===== src/rtl/snoop_pkg.sv =====
package snoop_pkg;

  typedef enum logic [1:0] {
    CMD_NOP   = 2'b00,
    CMD_READ  = 2'b01,
    CMD_WRITE = 2'b10,
    CMD_XCHG  = 2'b11
  } snp_cmd_e;

  localparam int unsigned WRITE_CYCLES_DEF = 6;
  localparam int unsigned OTHER_CYCLES_DEF = 7;

  function automatic logic needs_probe(snp_cmd_e c);
    return c != CMD_NOP;
  endfunction

  function automatic logic may_supply(snp_cmd_e c);
    return (c == CMD_READ) || (c == CMD_XCHG);
  endfunction

endpackage


===== src/rtl/snoop_seq.sv =====
module snoop_seq
  import snoop_pkg::*;
#(
  parameter int unsigned ADDR_W   = 32,
  parameter int unsigned DATA_W   = 64,
  parameter int unsigned WR_CYC   = WRITE_CYCLES_DEF,
  parameter int unsigned OT_CYC   = OTHER_CYCLES_DEF,
  parameter int unsigned CNT_W    = 3
) (
  input  logic              clk,
  input  logic              rst_n,
  input  logic              start,
  input  snp_cmd_e          cmd,
  input  logic [ADDR_W-1:0] addr,
  input  logic [DATA_W-1:0] wdata,
  input  logic              cfg_upd,
  output logic              accept,
  output logic              busy,
  output logic [CNT_W-1:0]  phase,
  output logic              last,
  output snp_cmd_e          lat_cmd,
  output logic [ADDR_W-1:0] lat_addr,
  output logic [DATA_W-1:0] lat_data,
  output logic              lat_upd
);

  logic             busy_q, busy_d;
  logic [CNT_W-1:0] cnt_q, cnt_d;
  logic [CNT_W-1:0] len_m1;
  snp_cmd_e         cmd_q;
  logic [ADDR_W-1:0] addr_q;
  logic [DATA_W-1:0] data_q;
  logic             upd_q;

  assign len_m1 = (cmd_q == CMD_WRITE) ? CNT_W'(WR_CYC - 1) : CNT_W'(OT_CYC - 1);
  assign accept = start & ~busy_q;
  assign last   = busy_q & (cnt_q == len_m1);

  // next-state
  always_comb begin
    busy_d = busy_q;
    cnt_d  = cnt_q;
    if (accept) begin
      busy_d = 1'b1;
      cnt_d  = CNT_W'(1);
    end else if (busy_q) begin
      if (last) begin
        busy_d = 1'b0;
        cnt_d  = '0;
      end else begin
        cnt_d = cnt_q + CNT_W'(1);
      end
    end
  end

  always_ff @(posedge clk or negedge rst_n) begin
    if (!rst_n) begin
      busy_q <= 1'b0;
      cnt_q  <= '0;
      cmd_q  <= CMD_NOP;
      upd_q  <= 1'b0;
    end else begin
      busy_q <= busy_d;
      cnt_q  <= cnt_d;
      if (accept) begin
        cmd_q <= cmd;
        upd_q <= cfg_upd;
      end
    end
  end

  // payload capture, no reset needed
  always_ff @(posedge clk) begin
    if (accept) begin
      addr_q <= addr;
      data_q <= wdata;
    end
  end

  assign busy     = busy_q;
  assign phase    = cnt_q;
  assign lat_cmd  = cmd_q;
  assign lat_addr = addr_q;
  assign lat_data = data_q;
  assign lat_upd  = upd_q;

  // the final bus cycle always returns the sequencer to idle
  a_r1_end_idle: assert property (@(posedge clk) disable iff (!rst_n)
    last |=> !busy_q);

  // a start during a running transaction leaves the captured command intact
  a_r11_busy_start: assert property (@(posedge clk) disable iff (!rst_n)
    (start && busy_q) |=> ($stable(cmd_q) && $stable(upd_q)));

endmodule


===== src/rtl/snoop_probe.sv =====
module snoop_probe
  import snoop_pkg::*;
#(
  parameter int unsigned IDX_W = 6,
  parameter int unsigned TAG_W = 21,
  parameter int unsigned CNT_W = 3
) (
  input  logic             clk,
  input  logic             rst_n,
  input  logic             accept,
  input  snp_cmd_e         start_cmd,
  input  logic [IDX_W-1:0] start_idx,
  input  logic             busy,
  input  logic [CNT_W-1:0] phase,
  input  snp_cmd_e         lat_cmd,
  input  logic [TAG_W-1:0] lat_tag,
  input  logic [TAG_W-1:0] rd_tag,
  input  logic             rd_valid,
  input  logic             rd_dirty,
  output logic             tag_rd_en,
  output logic [IDX_W-1:0] tag_rd_idx,
  output logic             dec_fire,
  output logic             dec_hit,
  output logic             dec_dirty
);

  logic probe_slot;
  logic hit_now;
  logic fire_q, fire_d;
  logic hit_q, hit_d;
  logic dirty_q, dirty_d;

  // lookup issued in the start cycle
  assign tag_rd_en  = accept & needs_probe(start_cmd);
  assign tag_rd_idx = start_idx;

  // store data is present in bus cycle index 1
  assign probe_slot = busy & (phase == CNT_W'(1)) & needs_probe(lat_cmd);
  assign hit_now    = rd_valid & (rd_tag == lat_tag);

  always_comb begin
    fire_d  = probe_slot;
    hit_d   = hit_q;
    dirty_d = dirty_q;
    if (probe_slot) begin
      hit_d   = hit_now;
      dirty_d = rd_dirty;
    end
  end

  always_ff @(posedge clk or negedge rst_n) begin
    if (!rst_n) begin
      fire_q  <= 1'b0;
      hit_q   <= 1'b0;
      dirty_q <= 1'b0;
    end else begin
      fire_q  <= fire_d;
      hit_q   <= hit_d;
      dirty_q <= dirty_d;
    end
  end

  assign dec_fire  = fire_q;
  assign dec_hit   = hit_q;
  assign dec_dirty = dirty_q;

  // a decision is only ever presented two cycles after its lookup
  a_r3_decide_slot: assert property (@(posedge clk) disable iff (!rst_n)
    dec_fire |-> $past(tag_rd_en, 2));

  // a no-op never reaches the decision stage
  a_r10_nop_quiet: assert property (@(posedge clk) disable iff (!rst_n)
    dec_fire |-> (lat_cmd != CMD_NOP));

endmodule


===== src/rtl/snoop_act.sv =====
module snoop_act
  import snoop_pkg::*;
#(
  parameter int unsigned ADDR_W = 32,
  parameter int unsigned DATA_W = 64,
  parameter int unsigned OFF_W  = 5,
  parameter int unsigned IDX_W  = 6
) (
  input  logic              clk,
  input  logic              rst_n,
  input  logic              dec_fire,
  input  logic              dec_hit,
  input  logic              dec_dirty,
  input  snp_cmd_e          lat_cmd,
  input  logic [ADDR_W-1:0] lat_addr,
  input  logic [DATA_W-1:0] lat_data,
  input  logic              lat_upd,
  input  logic              last,
  output logic              supply_req,
  output logic [IDX_W-1:0]  supply_idx,
  output logic              line_upd_en,
  output logic [ADDR_W-1:0] line_upd_addr,
  output logic [DATA_W-1:0] line_upd_data,
  output logic              tag_wr_en,
  output logic [IDX_W-1:0]  tag_wr_idx,
  output logic              tag_wr_valid,
  output logic              tag_wr_dirty,
  output logic              tag_wr_shared,
  output logic              bus_shared
);

  logic             wr_hit;
  logic             upd_fire;
  logic             inv_fire;
  logic             shared_q, shared_d;
  logic [IDX_W-1:0] line_idx;

  assign line_idx = lat_addr[OFF_W +: IDX_W];
  assign wr_hit   = dec_fire & dec_hit & (lat_cmd == CMD_WRITE);
  assign upd_fire = wr_hit & lat_upd;
  assign inv_fire = wr_hit & ~lat_upd;

  // dirty hit on read or exchange: cache answers instead of memory
  assign supply_req = dec_fire & dec_hit & dec_dirty & may_supply(lat_cmd);
  assign supply_idx = line_idx;

  assign line_upd_en   = upd_fire;
  assign line_upd_addr = lat_addr;
  assign line_upd_data = lat_data;

  // invalidate clears every state bit; update leaves the store alone
  assign tag_wr_en     = inv_fire;
  assign tag_wr_idx    = line_idx;
  assign tag_wr_valid  = 1'b0;
  assign tag_wr_dirty  = 1'b0;
  assign tag_wr_shared = 1'b0;

  always_comb begin
    shared_d = shared_q;
    if (upd_fire) begin
      shared_d = 1'b1;
    end else if (last) begin
      shared_d = 1'b0;
    end
  end

  always_ff @(posedge clk or negedge rst_n) begin
    if (!rst_n) begin
      shared_q <= 1'b0;
    end else begin
      shared_q <= shared_d;
    end
  end

  assign bus_shared = shared_q | upd_fire;

  // once raised, SHARED holds until the final bus cycle
  a_r7_shared_hold: assert property (@(posedge clk) disable iff (!rst_n)
    (bus_shared && !last) |=> bus_shared);

  // an invalidating write never coincides with SHARED
  a_r8_inval_no_shared: assert property (@(posedge clk) disable iff (!rst_n)
    tag_wr_en |-> !bus_shared);

endmodule


===== src/rtl/snoop_responder.sv =====
module snoop_responder
  import snoop_pkg::*;
#(
  parameter int unsigned ADDR_W       = 32,
  parameter int unsigned DATA_W       = 64,
  parameter int unsigned LINE_BYTES   = 32,
  parameter int unsigned NUM_SETS     = 64,
  parameter int unsigned WR_CYCLES    = WRITE_CYCLES_DEF,
  parameter int unsigned OTHER_CYCLES = OTHER_CYCLES_DEF,
  localparam int unsigned OFF_W = $clog2(LINE_BYTES),
  localparam int unsigned IDX_W = $clog2(NUM_SETS),
  localparam int unsigned TAG_W = ADDR_W - IDX_W - OFF_W
) (
  input  logic              clk,
  input  logic              rst_n,
  input  logic              snp_start,
  input  logic [1:0]        snp_cmd,
  input  logic [ADDR_W-1:0] snp_addr,
  input  logic [DATA_W-1:0] snp_wdata,
  input  logic              cfg_wr_update,
  output logic              tag_rd_en,
  output logic [IDX_W-1:0]  tag_rd_idx,
  input  logic [TAG_W-1:0]  tag_rd_tag,
  input  logic              tag_rd_valid,
  input  logic              tag_rd_dirty,
  output logic              tag_wr_en,
  output logic [IDX_W-1:0]  tag_wr_idx,
  output logic              tag_wr_valid,
  output logic              tag_wr_dirty,
  output logic              tag_wr_shared,
  output logic              line_upd_en,
  output logic [ADDR_W-1:0] line_upd_addr,
  output logic [DATA_W-1:0] line_upd_data,
  output logic              supply_req,
  output logic [IDX_W-1:0]  supply_idx,
  output logic              bus_shared
);

  localparam int unsigned MAX_CYC = (WR_CYCLES > OTHER_CYCLES) ? WR_CYCLES : OTHER_CYCLES;
  localparam int unsigned CNT_W   = $clog2(MAX_CYC);

  snp_cmd_e          in_cmd;
  logic              accept;
  logic              busy;
  logic [CNT_W-1:0]  phase;
  logic              last;
  snp_cmd_e          lat_cmd;
  logic [ADDR_W-1:0] lat_addr;
  logic [DATA_W-1:0] lat_data;
  logic              lat_upd;
  logic              dec_fire, dec_hit, dec_dirty;

  assign in_cmd = snp_cmd_e'(snp_cmd);

  snoop_seq #(
    .ADDR_W (ADDR_W),
    .DATA_W (DATA_W),
    .WR_CYC (WR_CYCLES),
    .OT_CYC (OTHER_CYCLES),
    .CNT_W  (CNT_W)
  ) u_seq (
    .clk      (clk),
    .rst_n    (rst_n),
    .start    (snp_start),
    .cmd      (in_cmd),
    .addr     (snp_addr),
    .wdata    (snp_wdata),
    .cfg_upd  (cfg_wr_update),
    .accept   (accept),
    .busy     (busy),
    .phase    (phase),
    .last     (last),
    .lat_cmd  (lat_cmd),
    .lat_addr (lat_addr),
    .lat_data (lat_data),
    .lat_upd  (lat_upd)
  );

  snoop_probe #(
    .IDX_W (IDX_W),
    .TAG_W (TAG_W),
    .CNT_W (CNT_W)
  ) u_probe (
    .clk        (clk),
    .rst_n      (rst_n),
    .accept     (accept),
    .start_cmd  (in_cmd),
    .start_idx  (snp_addr[OFF_W +: IDX_W]),
    .busy       (busy),
    .phase      (phase),
    .lat_cmd    (lat_cmd),
    .lat_tag    (lat_addr[ADDR_W-1 -: TAG_W]),
    .rd_tag     (tag_rd_tag),
    .rd_valid   (tag_rd_valid),
    .rd_dirty   (tag_rd_dirty),
    .tag_rd_en  (tag_rd_en),
    .tag_rd_idx (tag_rd_idx),
    .dec_fire   (dec_fire),
    .dec_hit    (dec_hit),
    .dec_dirty  (dec_dirty)
  );

  snoop_act #(
    .ADDR_W (ADDR_W),
    .DATA_W (DATA_W),
    .OFF_W  (OFF_W),
    .IDX_W  (IDX_W)
  ) u_act (
    .clk           (clk),
    .rst_n         (rst_n),
    .dec_fire      (dec_fire),
    .dec_hit       (dec_hit),
    .dec_dirty     (dec_dirty),
    .lat_cmd       (lat_cmd),
    .lat_addr      (lat_addr),
    .lat_data      (lat_data),
    .lat_upd       (lat_upd),
    .last          (last),
    .supply_req    (supply_req),
    .supply_idx    (supply_idx),
    .line_upd_en   (line_upd_en),
    .line_upd_addr (line_upd_addr),
    .line_upd_data (line_upd_data),
    .tag_wr_en     (tag_wr_en),
    .tag_wr_idx    (tag_wr_idx),
    .tag_wr_valid  (tag_wr_valid),
    .tag_wr_dirty  (tag_wr_dirty),
    .tag_wr_shared (tag_wr_shared),
    .bus_shared    (bus_shared)
  );

  // data is only supplied for a line the store reported valid and dirty
  a_r4_supply_dirty: assert property (@(posedge clk) disable iff (!rst_n)
    supply_req |-> $past(tag_rd_valid && tag_rd_dirty));

  // the update carries the write data seen in the start cycle
  a_r6_upd_data: assert property (@(posedge clk) disable iff (!rst_n)
    line_upd_en |-> (line_upd_data == $past(snp_wdata, 2)));

  // update/invalidate follows the mode input of the start cycle
  a_r9_mode_at_start: assert property (@(posedge clk) disable iff (!rst_n)
    (line_upd_en |-> $past(cfg_wr_update, 2)) and (tag_wr_en |-> !$past(cfg_wr_update, 2)));

endmodule


===== config.mk =====
export PLATFORM = sky130hd
export DESIGN_NAME = snoop_responder
export DESIGN_NICKNAME = d
export VERILOG_FILES = /design/src/rtl/snoop_pkg.sv /design/src/rtl/snoop_seq.sv /design/src/rtl/snoop_probe.sv /design/src/rtl/snoop_act.sv /design/src/rtl/snoop_responder.sv
export SDC_FILE = /design/constraint.sdc
export NUM_CORES = 1
export LEC_CHECK = 0
export BUFFER_PORTS_ARGS = -buffer_cell sky130_fd_sc_hd__buf_4
export CORE_UTILIZATION = 42
export CTS_CLUSTER_SIZE = 24
export DETAILED_ROUTE_END_ITERATION = 8
export PLACE_DENSITY = 0.8
export SYNTH_ARGS = -nofsm -noshare
export SYNTH_HDL_FRONTEND = slang
export SYNTH_SLANG_ARGS = --single-unit

===== constraint.sdc =====
create_clock -name clk -period 3.8 [get_ports clk]
set_input_delay 0.76 -clock clk [delete_from_list [all_inputs] [get_ports clk]]
set_output_delay 0.76 -clock clk [all_outputs]
set_load 0.01 [all_outputs]

# Yosys cells after proc, flatten, opt, wreduce, memory -nomap -nowiden
# Cells that the tools add are included.
# totals
inputBits	125
elab_cells	46
regBits	107
# classes
bitwise	15
reduce_logical	5
eq_ne	6
n_addsub	1
n_mux	9
# ops
operator	count
equality test 21 bit	1
AND 1 bit	12
two-way mux 3 bit	3
nonzero test 2 bit	4
two-way mux 1 bit	5
equality test 2 bit (second input constant)	2
adder 3 x 1 -> 3 bit (second input constant)	1
equality test 3 x 1 -> 1 bit (second input constant)	1
equality test 3 bit	1
equality test 2 x 1 -> 1 bit (second input constant)	1
two-way mux 2 bit	1
NOT 1 bit	2
logical OR 1 bit	1
bitwise OR 1 bit	1

# Depth between registers and ports, before layout
# Gate-level depths: netlist of run 1.
# logic_depth
word_depth	7
mapped_depth	6
depth_no_buf	6

# Modules after synthesis
# Synthesis of run 1 repeated with hierarchy kept, for this count alone.
# hier_totals
hier_cells	292
hier_area_um2	4621.9
# by_module_without_submodules
module	instances	area_per_inst_um2	cells_each	seq_area_each_um2
snoop_seq	1	3258.1	127	3057.9
snoop_act	1	932.1	121	25.0
snoop_probe	1	431.7	44	75.1

# Worst setup path after synthesis of run 1
# No wires, ideal clock.
# synth_timing
kind	input to output
startpoint	input snp_start
endpoint	output tag_rd_en
path_stages	3
slack_ns	0.556
arrival_ns	2.484
path_cell_list	nor2b_1 > clkbuf_2 > o21a_1
# synth_via
elab_chain_cells	2
# synth_rtl
element	line_no	source
start: declaration	snoop_responder.sv:16	input logic snp_start,
AND 1 bit	snoop_seq.sv:36	assign accept = start & ~busy_q;
via accept	snoop_responder.sv:43	logic accept;
AND 1 bit	snoop_probe.sv:34	assign tag_rd_en = accept & needs_probe(start_cmd);
end: declaration	snoop_responder.sv:21	output logic tag_rd_en,
# The timed path passes the listed nets, and every way through them passes these cells.

# Worst setup path after layout of run 1
# layout_timing
startpoint	register u_seq.cmd_q[1], in the netlist u_seq.lat_cmd[1]
endpoint	output bus_shared
# layout_via
elab_chain_cells	4
# layout_rtl
element	line_no	source
start: declaration	snoop_seq.sv:30	snp_cmd_e cmd_q;
start signal: assignment	snoop_seq.sv:66	cmd_q <= cmd;
equality test 2 bit	snoop_act.sv:39	assign wr_hit = dec_fire & dec_hit & (lat_cmd == CMD_WRITE);
AND 1 bit	snoop_act.sv:39	
AND 1 bit	snoop_act.sv:40	assign upd_fire = wr_hit & lat_upd;
bitwise OR 1 bit	snoop_act.sv:75	assign bus_shared = shared_q | upd_fire;
end: declaration	snoop_responder.sv:36	output logic bus_shared
# No other way between the ends.

==> impl_metrics.toml, run 1 <==
[run]
drv_cap = 0

[routing]
routedWlPerCell_um = 16.2
drc = 0
vias_per_cell = 4.69
num_vias = 2550
drt_wl_total_mm = 8.79
initialDrtViolationCount = 77
drt-pass1-iter-count = 4
ant_nets = 0

[timing]
setup_viol_count_final = 0
rsz0062_at_grt = "no"
tightest_slew_ps = 728
hold_ws_ps = 229
finClkSkew_ps = 11.4
fin_crit_sh = 0.593
setup_ws_ps = 1550
maxSlewViolCount = 0
fmaxAchievable_mhz = 444
finalHoldViolCount = 0
min_period_ps = 2250
relSlewSlack = 0.515
setup_tns_ps = 0

[logic_synthesis]
synth.cell_area_mm2 = 0.00382
synth_top_area_frac = 0.755
syn_avg_cell_area_um2 = 19.6
seq_area_frac_synth = 0.827
ys_ff_latch = 107
ys_warn_count = 0
synth_ff_type = "edfxtp_1"
yosys.area.top_type = "edfxtp_1"
synthArstFlopShare = 0.103
yosys-top-cells-area = "edfxtp_1 (75%), dfrtp_1 (7.2%), xor2_1 (4.6%), buf_4 (4.1%), mux2_2 (0.88%)"
yosysUniqueCellTypes = 31
syn_inst = 195
synth_edf_count = 96

[grt]
grt_use_total = 0.180
grt_max_degree = 61
grt_pass1_wl_mm = 12.7
grt_pass1_vias = 2499
antenna_found_initial = 0
overflow = 0

[finish]
n_antenna_cell = 0
layout.cells.non_filler = 544
layout-drive-gt1-share = 0.612
final_util = 0.662
area_growth_pct = 52.0
fin_area_mm2 = 0.00581
nets = 558

[cts]
clk_latency_ps = 350
h-tree-depth = 3
postCtsSetupBuffers = 0
cts-root-buf = "clkbuf_8"
clk_path_buf_depth = 2
cts_buffers = 9
cts_hold_buf = 0
cts_tree = "built"
clk_pin_slew_worst_paths_ps = 90
ctsResizeCount = 0
clock-sinks = 107

[critical_path]
worst-path-max-fanout = 3
cp-end-kind = "primary output"
crit_path_cell_trace = "nor2b_1, nand3_1, nor2_1, or2_2, buf_4"
cp_slowest_cell = "dfrtp_1"
cpPeakStageDelay_ps = 400
arrival_ps = 1490
crit_required_ps = 3040
critPathLaunchType = "register"
critical_path_class = "reg2out"

[placement]
io_buffer_count = 243
dp_hpwl_mm = 6.82
post_dp_cell_area_mm2 = 0.00565
dp_slack_ps = 1610
place_inst = 528
gp_congestion = 0.788

[pwr]
pwr-share-clk = 0.222
intPower_mw = 1.97
p_switching_uw = 705
pwr-share-comb = 0.204
p_per_area_mw_per_mm2 = 460
ir_worst_vdd_uv = 261
swShare = 0.264
leakage_nw = 2.49
power.total_mw = 2.67
p_seq_frac = 0.573

[die]
core-area_mm2 = 0.00876
ioPinCount = 247
fp.dieW_um = 97.4
die-area_mm2 = 0.00948
fp-row-count = 34
start_util = 0.436
die_h_um = 97.4

[status]
outcome = "completed"

[min_path]
worst_hold_path_type = "in2async"
flip-flops by register name, summed over array words and instances (netlist names):
signal,count
u_seq.lat_upd,1
u_seq.lat_cmd,2
u_seq.lat_data,64
u_probe.dec_dirty,1
u_act.shared_q,1
u_probe.dec_fire,1
u_seq.phase,3
u_seq.busy,1
u_seq.lat_addr,32
u_probe.dec_hit,1
cells by family after synthesis:
group / Yosys count / synth area share
fa+ha+maj: 2 / 0.00655
mux: 3 / 0.00885
buf+inv: 26 / 0.0465
simple gates: 23 / 0.0347
flops: 107 / 0.827
xor+xnor: 22 / 0.0505
other cells: 1 / 0.000982
compound gates: 11 / 0.0249
power groups by stage:
stage | Combinational, mW | Clock [mW] | Sequential, mW
after floorplan | 0.247 | 0 | 1.58
after global placement | 0.529 | 0 | 1.55
after detailed placement | 0.551 | 0 | 1.56
after CTS | 0.553 | 0.613 | 1.53
after global routing | 0.589 | 0.658 | 1.55
final | 0.546 | 0.593 | 1.53
synthesized netlist by cell type (all sizes together), types with 3 or more instances:
cell type and count:
inv 4, nand2 4, buf 21, xor2 20, nor2 4, mux2 3
nor4 5, dfrtp 11, edfxtp 96
critical path, delay by kind of cell, from the launching register on:
family                 cells  cell delay (ps)
buffers and inverters      1              140
and+or+nand+nor            4              610
DFF                        1              400
worst paths after layout:
| path | endpoint | start | slack [ps] | depth (start not counted) |
|---|---|---|---|---|
| min in group clk | u_act.shared_q | u_act.shared_q | 480 | 1 |
| setup / recovery | bus_shared | u_seq.lat_cmd[1] | 1550 | 5 |
| setup reg to reg | u_seq.lat_cmd[0] | u_seq.busy | 2070 | 3 |
| max in group asynchronous | u_probe.dec_fire | rst_n | 3420 | 1 |
| hold / removal | u_act.shared_q | rst_n | 230 | 1 |
| hold reg to reg | u_act.shared_q | u_act.shared_q | 480 | 1 |
metal layers:
metal / wire length [um] / vias up / track usage
met5: 0 / - / 0
li1: - / 1169 / -
met1: 2970 / 1211 / 0.183
met4: 259 / 0 / 0.0860
met3: 844 / 22 / 0.0741
met2: 4720 / 148 / 0.317
final cells by class:
cell class	instances	area (um^2)
clock inverter	6	32.5
fill	633	2960
multi-input combinational	64	498
sequential	107	3160
tap	108	135
inverter	4	15.0
timing repair buffer	245	1840
clock buffer	10	128
cell usage in the layout (no fill, tap or decap), drive strengths merged, types with 2 or more instances in the layout:
cell	instances
buf	245
clkbuf	10
nand4	2
inv	4
nor3	2
xor2	20
nor2	4
nor2b	2
o31ai	2
o21ai	2
conb	3
clkinv	5
edfxtp	96
nand2	4
dfrtp	11
mux2	3
ha	2
nor4	5
xnor2	2
o21a	2
(Power assumes the default switching activity.)
==> inputs of run 2 (changes only) <==
--- a/config.mk
+++ b/config.mk
@@ -6,10 +6,10 @@
 export NUM_CORES = 1
 export LEC_CHECK = 0
 export BUFFER_PORTS_ARGS = -buffer_cell sky130_fd_sc_hd__buf_4
-export CORE_UTILIZATION = 42
+export CORE_UTILIZATION = 38
 export CTS_CLUSTER_SIZE = 24
 export DETAILED_ROUTE_END_ITERATION = 8
-export PLACE_DENSITY = 0.8
+export PLACE_DENSITY = 0.76
 export SYNTH_ARGS = -nofsm -noshare
 export SYNTH_HDL_FRONTEND = slang
 export SYNTH_SLANG_ARGS = --single-unit
==> constraint.sdc (replaced) <==
create_clock -name clk -period 1.8 [get_ports clk]
set_input_delay 0.36 -clock clk [delete_from_list [all_inputs] [get_ports clk]]
set_output_delay 0.36 -clock clk [all_outputs]
set_load 0.01 [all_outputs]
==> run 2 against run 1 <==
Sequential power rose by 110%. Cell count grew 5.5%. Cell area increased by 2.3%. First-iteration DRC count shrank 5.2%. Clock power is 110% higher. Sequential cell count did not move. Sequential share of layout area is 1.2 points lower. Die area grew 10%. Core utilization decreased by 5.5 points.
==> impl_metrics.toml, run 2 (synthesized netlist as in run 1, its figures left out) <==
[timing]
fin_crit_sh = 0.972
setup_tns_ps = 0
setup_viol_count_final = 0
fmaxAchievable_mhz = 571
finClkSkew_ps = 10.6
finalHoldViolCount = 0
rsz0062_at_grt = "yes"
min_period_ps = 1750
maxSlewViolCount = 0

[die]
ioPinCount = 247
die_h_um = 102
fp.dieW_um = 102
start_util = 0.391
die-area_mm2 = 0.0105
fp-row-count = 36
core-area_mm2 = 0.00977

[critical_path]
cp-end-kind = "primary output"
cpPeakStageDelay_ps = 450
critical_path_class = "reg2out"
critPathLaunchType = "register"
crit_path_cell_trace = "nor2b_4, nand3_2, nor2_4, or2_4, buf_6"
arrival_ps = 1390
worst-path-max-fanout = 4
crit_required_ps = 1440
cp_slowest_cell = "dfrtp_2"

[finish]
final_common_cell = "buf_4"
layout.cells.non_filler = 574
register_area_mm2 = 0.00316
final_cell_mix = "buf_4 (247), edfxtp_1 (96), xor2_1 (20), dfrtp_1 (10), clkbuf_8 (9)"
n_antenna_cell = 0
area_growth_pct = 55.5
num-fill-cells = 763
layout-drive-gt1-share = 0.626
multi_input_area_um2 = 520
nets = 564
largest_reg_flops = 64

[cts]
cts-root-buf = "clkbuf_8"
clk_latency_ps = 360
clock-sinks = 107
clk_pin_slew_worst_paths_ps = 100
clk_path_buf_depth = 2
h-tree-depth = 3
cts_buffers = 9
cts_tree = "built"

[pwr]
leakage_nw = 2.52
p_per_area_mw_per_mm2 = 967
ir_worst_vdd_uv = 556

[routing]
vias_per_cell = 4.41
wl_met3_um = 835
highest_layer = "met4"
wl_met2_mm = 5.00
num_vias = 2529
ant_nets = 0
drt-pass1-iter-count = 4
drt_wl_total_mm = 8.94
met1_length_mm = 2.90
initialDrtViolationCount = 73
routedWlPerCell_um = 15.6
drc = 0

[placement]
io_buffer_count = 243
dp_hpwl_mm = 7.03
place_inst = 553
gp_congestion = 0.743

[grt]
grt_use_total = 0.169
overflow = 0
grt_max_degree = 51
grt_pass1_vias = 2611
grt_pass1_wl_mm = 12.6
antenna_found_initial = 0

[min_path]
worst_hold_path_type = "in2reg"

[status]
outcome = "completed"

[run]
drv_cap = 0
[run 2: power by group]
part | leakage, nW | switching [mW] | internal (mW)
Combinational | 1.44 | 0.583 | 0.676
Sequential | 1.01 | 0.170 | 3.07
Clock | 0.0770 | 0.751 | 0.498
[run 2: cell type report]
cell class	count	area share
repair buffers	251	0.323
clock buffers	11	0.0221
flip-flops and latches	107	0.532
well taps	133	0.0280
inverters	4	0.00253
multi-input cells	64	0.0877
clock inverters	4	0.00485
[run 2: per-layer routing]
| layer | vias up | global-route usage |
|---|---|---|
| li1 | 1182 | - |
| met3 | 16 | 0.0705 |
| met2 | 136 | 0.300 |
| met1 | 1195 | 0.165 |
| met5 | - | 0 |
| met4 | 0 | 0.0934 |
[run 2: path summary, 6_finish.rpt]
kind | endpoint | slack [ps] | from | depth (start not counted)
max | bus_shared | 50 | u_seq.lat_cmd[0] | 5
min | u_seq.lat_data[20] | 170 | snp_wdata[20] | 1
max reg2reg | u_probe.dec_dirty | 390 | u_seq.phase[1] | 5
min reg2reg | u_act.shared_q | 500 | u_act.shared_q | 1
max in group asynchronous | u_seq.lat_cmd[0] | 1260 | rst_n | 2
min in group asynchronous | u_seq.phase[2] | 380 | rst_n | 2
[run 2: worst max-delay path: cells and delay by family, from the launching register on]
family | cells | cell delay [ps]
and+or+nand+nor | 4 | 490
DFF | 1 | 450
buffers and inverters | 1 | 90
[run 2: timing repair]
item	CTS	global route
resized for setup	5	3
setup endpoints to repair	2	2
pin swaps	1	1
endpoints found under the hold margin	11	0
hold buffers	1	0
buffers inserted	1	4
[run 2: through the flow]
stage	power (mW)	setup slack (ps)	hold slack [ps]	instance area (um^2)	util
CTS	5.77	5.65	147	5900	0.603
floorplan	3.85	135	64.4	3830	-
global placement	4.42	355	200	5700	0.583
detailed placement	4.48	293	204	5700	0.583
global route	6.03	-37.1	133	5940	0.607
finish	5.74	49.6	168	5940	0.607
